==> src/rtl/dbg_break_unit.sv <==
module dbg_break_unit #(
  parameter int N_IBRK = 2,
  parameter int N_DBRK = 2,
  parameter int AW     = 32,
  parameter int MW     = 6
) (
  input  logic          clk,
  input  logic          rst_n,
  input  logic          wr_en,
  input  logic [1:0]    wr_sel,
  input  logic          wr_idx,
  input  logic [AW-1:0] wr_data,
  input  logic          fetch_valid,
  input  logic [AW-1:0] fetch_addr,
  input  logic          ls_load,
  input  logic          ls_store,
  input  logic [AW-1:0] ls_addr,
  output logic          ibrk_hit,
  output logic          ibrk_idx,
  output logic          dbrk_hit,
  output logic          dbrk_idx
);
  localparam int SE_BIT = AW - 1;
  localparam int LE_BIT = AW - 2;

  logic [N_IBRK-1:0]         ien;
  logic [N_IBRK-1:0][AW-1:0] iaddr;
  logic [N_DBRK-1:0][AW-1:0] daddr;
  logic [N_DBRK-1:0][AW-1:0] dctl;
  logic [N_IBRK-1:0]         ih;
  logic [N_DBRK-1:0]         dh;

  always_ff @(posedge clk) begin
    if (!rst_n) begin
      ien   <= '0;
      iaddr <= '0;
      daddr <= '0;
      dctl  <= '0;
    end else if (wr_en) begin
      if (wr_sel == 2'd0) ien <= wr_data[N_IBRK-1:0];
      for (int i = 0; i < N_IBRK; i++)
        if (wr_sel == 2'd1 && int'(wr_idx) == i) iaddr[i] <= wr_data;
      for (int j = 0; j < N_DBRK; j++) begin
        if (wr_sel == 2'd2 && int'(wr_idx) == j) daddr[j] <= wr_data;
        if (wr_sel == 2'd3 && int'(wr_idx) == j) dctl[j]  <= wr_data;
      end
    end
  end

  for (genvar i = 0; i < N_IBRK; i++) begin : g_ibrk
    assign ih[i] = fetch_valid && ien[i] && (fetch_addr == iaddr[i]);
  end

  for (genvar j = 0; j < N_DBRK; j++) begin : g_dbrk
    logic [MW:0]   run;
    logic [AW-1:0] mask;
    logic          armed;
    assign run[MW] = 1'b1;
    for (genvar k = MW - 1; k >= 0; k--) begin : g_run
      assign run[k] = run[k+1] & dctl[j][k];
    end
    assign mask  = {{(AW-MW){1'b1}}, run[MW-1:0]};
    assign armed = (ls_store && dctl[j][SE_BIT]) || (ls_load && dctl[j][LE_BIT]);
    assign dh[j] = armed && (((ls_addr ^ daddr[j]) & mask) == '0);
  end

  assign ibrk_hit = |ih;
  assign ibrk_idx = ~ih[0] & ih[N_IBRK-1];
  assign dbrk_hit = |dh;
  assign dbrk_idx = ~dh[0] & dh[N_DBRK-1];
endmodule

==> config.mk <==
export PLATFORM = sky130hd
export DESIGN_NAME = dbg_break_unit
export DESIGN_NICKNAME = d
export VERILOG_FILES = /design/src/rtl/dbg_break_unit.sv
export SDC_FILE = /design/constraint.sdc
export NUM_CORES = 1
export LEC_CHECK = 0
export BUFFER_PORTS_ARGS = -buffer_cell sky130_fd_sc_hd__buf_2
export CAP_MARGIN = 15
export CORE_UTILIZATION = 40
export CTS_CLUSTER_DIAMETER = 150
export DETAILED_ROUTE_END_ITERATION = 12
export PLACE_DENSITY_LB_ADDON = 0.15
export SLEW_MARGIN = 0
export SYNTH_ARGS = -nofsm -noshare
export SYNTH_HDL_FRONTEND = slang
export SYNTH_SLANG_ARGS = --single-unit
export TNS_END_PERCENT = 50
==> constraint.sdc <==
create_clock -name clk -period 1.8 [get_ports clk]
set_input_delay 0.36 -clock clk [delete_from_list [all_inputs] [get_ports clk]]
set_output_delay 0.36 -clock clk [all_outputs]
set_load 0.01 [all_outputs]
Word level (Yosys, flattened, before mapping)
Index checks and enable logic that the tools add are counted.
Word-level totals
  register bits after elaboration: 194
  memories: 0
  latch bits: 0
  output and inout port bits: 4
  bits in read-only memories: 0
  memory bits (writable): 0
  logic and storage cells: 61
Operators by class
  bitwise logic cells: 19
  shift-type cells: 0
  div/mod/pow operators: 0
  reductions and logical operators: 30
  add/sub/neg operators: 0
  equal/unequal tests: 5
  $mul: 0
  $lt $le $gt $ge: 0
  multiplexer cells: 0
Operators with widths (number)
  AND 32 bit: 2
  equality test 32 bit: 2
  zero test 32 bit: 2
  XOR 32 bit: 2
  logical AND 1 bit: 16
  AND reduction 2 bit: 7
  AND 1 bit: 12
  equality test 2 bit, second input constant: 2
  OR reduction 2 bit: 2
  inverter 1 bit: 3
  equality test 2 x 1 -> 1 bit, second input constant: 1
  zero test 2 bit: 1
  logical OR 1 bit: 2

Longest topological paths before layout
  depth after elaboration: 10
  gate-level depth with buffers: 5

Worst setup path before layout
OpenSTA, ideal clock, no wires.
  kind: in2out
  start: input port ls_addr[23]
  end: output port dbrk_idx
  buffers on the path: 0
  stages: 5
  slack: 0.045 ns
  arrival: 1.395 ns
  cells stage by stage: xor2_1 -> nor4_1 -> o221ai_1 -> nor4_1 -> nor2b_1
On the way
  cells in the longest elaborated chain, start to end: 6
Ends and longest elaborated chain
  from (decl): RTL line 17  | input logic [AW-1:0] ls_addr,
  XOR 32 bit: RTL line 64  | assign dh[j] = armed && (((ls_addr ^ daddr[j]) & mask) == '0);
  AND 32 bit: RTL line 64
  zero test 32 bit: RTL line 64
  logical AND 1 bit: RTL line 64
  inverter 1 bit: RTL line 70  | assign dbrk_idx = ~dh[0] & dh[N_DBRK-1];
  AND 1 bit (*): RTL line 70
  to (decl): RTL line 21  | output logic dbrk_idx
Every way passes the cells marked *; elsewhere a longest branch is shown, timed or not.

Final worst setup path
  start: register daddr[47] in the netlist's numbering
  end: output port dbrk_idx
On the way
  cells in the longest elaborated chain, start to end: 5
Ends and longest elaborated chain
  from (decl): RTL line 28  | logic [N_DBRK-1:0][AW-1:0] daddr;
  XOR 32 bit: RTL line 64
  AND 32 bit: RTL line 64
  zero test 32 bit: RTL line 64
  logical AND 1 bit: RTL line 64
  AND 1 bit: RTL line 70
No other way between the ends.

==> flow_summary.ini <==
[setup_path]
worst_path_max_delay_cell = dfxtp_2
startpoint_type = flip-flop
r2r_end = dctl[31]
crit_family = simple AND/OR/NAND/NOR gates
cp.depth = 8
cp_slowest_stage_delay_ns = 0.33
crit_arrival_ns = 2.27
rr_startpoint = dctl[31]
cp_num_buf_inv = 3
endpoint = dbrk_idx
cp.required_ns = 1.44
reg2reg_slack_ns = 1.09
end_kind = output port
path_max_fanout = 2
startpoint = daddr[47]
worstSetupPathType = reg2out
reg2reg_depth = 3
crit_chain = xor2_1 -> nor4_2 -> buf_4 -> nand4_1 -> nor4_2 -> buf_4 -> nor2b_4 -> buf_6

[finish]
finalNetCount = 1064
multi_input_area_sq_um = 3910
n_fill_cell = 1658
regArea_sq_um = 2930
syn_to_final_growth_pct = 24.1
final_layout_size_suffix_gt1_share_pct = 20.1
antenna_cells = 0

[detailed_routing]
detail-route-antenna-nets = 0
dr.first_iter.drc_count = 349
totalWireLength_microns = 19700
vias_per_cell = 4.98
post_drt_wl_per_cell_microns = 16.6
dr.pass1.iters = 5
drc = 0
via_count = 5928

[clock_tree]
cts.sinks = 146
postCtsHoldBufs = 0
numCtsBuffers = 17
cts.path.max_buffers = 2
cts_tree = yes
htreeDepth = 4
cts_setup_buffers = 0
clkSlewWorstSetupHoldPaths_ns = 0.06
clockRootBuffer = clkbuf_16
clkLatencyLatePin_ns = 0.41

[sta]
fin_crit_ns = 2.63
worst_slew_pin_slew_ns = 0.439
max_freq_mhz = 381
finalSetupViolCount = 4
fin_skew_ns = 0
setup_slack_ns = -0.826
maxSlewHeadroom_pct = 70.7
rsz0062_at_grt = yes
drv_slew = 0
hold_viol_final = 0
final.period_utilization_pct = 146
fin_tns_setup_ns = -2.39

[global_route]
grt_pass1_vias = 5733
overflow = 0
antenna_found_initial = 1
grt_usage_pct = 23.1
grt_max_degree = 63
use_met2_pct = 36.5
grt_use_met3_pct = 4.98
top_usage_layer = met2
grt_first_pass_wirelength_microns = 31300
grt_use_met1_pct = 31.4

[place]
port_buffers = 108
dpl.hpwl_microns = 14300
place_congestion = 0.821

[synth]
synth_area_sq_um = 6890
yosysWarnings = 0
syn_nets = 942
synth_area_per_cell_sq_um = 8.24
synth-seq-cells = 146
yosysSeqAreaShare_pct = 42.4
syn_inst = 837
synth_cell_types = 22

[floorplan]
io-pin-count = 109
die_area_sq_um = 17800
core_sq_um = 16700
dieWidth_microns = 133
initial_core_util_pct = 41.3
die_h_microns = 133
rows = 47

[min_path]
min_path_type = in2reg
min_delay_path_depth = 3

[status]
violations = setup timing
outcome = finished with violations

[pwr]
irDropWorstVdd_mv = 0.673
p_total_mw = 7.31
p_per_area_nw_per_um2 = 855
p_leak_nw = 3.23

[flow_run]
drv_cap = 0
power breakdown:
| part | internal [mW] | total [mW] | switching (mW) |
|---|---|---|---|
| Sequential | 3.30 | 3.35 | 0.0473 |
| Clock | 1.92 | 3.20 | 1.28 |
| Combinational | 0.340 | 0.762 | 0.422 |
| Total | 5.56 | 7.31 | 1.75 |
final cells by class:
type / count / share of cell area [%]
Clock buffer: 25 / 5.91
Clock inverter: 5 / 0.322
Inverter: 2 / 0.0877
Multi-Input combinational cell: 649 / 45.6
Sequential cell: 146 / 34.2
Tap cell: 220 / 3.22
Timing Repair Buffer: 143 / 10.6
timing repair:
item | CTS | global route
resized for setup | 15 | 8
setup endpoints to repair | 4 | 4
cloned | 0 | 0
pin swaps | 8 | 4
routing by layer:
layer | vias up | part of all wire, %
met1 | 2759 | 48
met4 | 2 | 1.2
met3 | 17 | 5.6
met5 | - | 0.041
met2 | 155 | 45
li1 | 2995 | -
Yosys cell counts:
cell | count | share of area, %
clkbuf_1 | 28 | 1.5
nor4_1 | 18 | 1.6
xor2_1 | 68 | 8.6
nand3_1 | 11 | 0.80
nor3_1 | 4 | 0.29
or2_2 | 1 | 0.091
nand2_1 | 295 | 16
inv_1 | 2 | 0.11
a21boi_0 | 44 | 4.8
nor3b_1 | 1 | 0.11
a21boi_1 | 100 | 11
nor2_1 | 6 | 0.33
xnor2_1 | 60 | 7.6
o221ai_1 | 2 | 0.25
a22oi_1 | 2 | 0.22
mux2i_1 | 2 | 0.29
dfxtp_1 | 146 | 42
nand4_1 | 19 | 1.7
nor2b_1 | 7 | 0.64
nand2b_1 | 3 | 0.27
a21oi_1 | 6 | 0.44
buf_2 | 12 | 0.87
worst min path at each step:
| stage | start | slack [ns] | to |
|---|---|---|---|
| 3_3_place_gp | dctl[30] | 0.45 | dctl[30] |
| 2_1_floorplan | dctl[30] | 0.43 | dctl[30] |
| 4_1_cts | wr_data[10] | 0.21 | daddr[42] |
| 3_5_place_dp | dctl[30] | 0.45 | dctl[30] |
| 5_1_grt | wr_data[26] | 0.22 | iaddr[26] |
| 6_report | wr_data[20] | 0.22 | daddr[52] |
flip-flops by register name (all words and copies together) (netlist names):
name   count
iaddr     64
dctl      16
ien        2
daddr     64
per-stage QoR:
stage / hold slack (ns) / std cells / utilization [%] / worst slack (ns) / instance area (sq um)
6_report: 0.221 / 1190 / 51.2 / -0.826 / 8560
5_1_grt: 0.224 / 1190 / 51.2 / -0.954 / 8560
4_1_cts: 0.212 / 1190 / 51.0 / -0.822 / 8510
3_5_place_dp: 0.452 / 1160 / 47.3 / -0.563 / 7910
3_3_place_gp: 0.450 / 1160 / 47.3 / -0.562 / 7910
2_1_floorplan: 0.435 / 837 / - / 0.0449 / 6890
logic make-up after synthesis:
family          Yosys count  share of synthesized area (%)
compound gates          154                           16.6
simple gates            365                           21.9
flops                   146                           42.4
buf+inv                  42                           2.51
mux                       2                          0.290
xor+xnor                128                           16.3
layout by cell type (no fill, tap or decap), types with 3 or more instances in the layout:
cell	n
a21boi_0	44
a21boi_1	100
a21oi_1	6
buf_12	7
buf_2	105
buf_4	29
clkbuf_1	3
clkbuf_16	17
clkbuf_8	5
clkinv_2	4
dfxtp_1	140
dfxtp_2	6
nand2_1	295
nand2b_1	3
nand3_1	11
nand4_1	19
nor2_2	4
nor2b_1	6
nor3_1	4
nor4_1	11
nor4_2	7
xnor2_1	56
xnor2_2	4
xor2_1	67
tightest hold or removal path: cells and delay by family:
family,cells,cell delay [ns]
AND/OR/NAND/NOR,1,0.06
buffers and inverters,1,0.13
AO/OA/AOI/OAI,1,0.05
(Power assumes the default switching activity.)
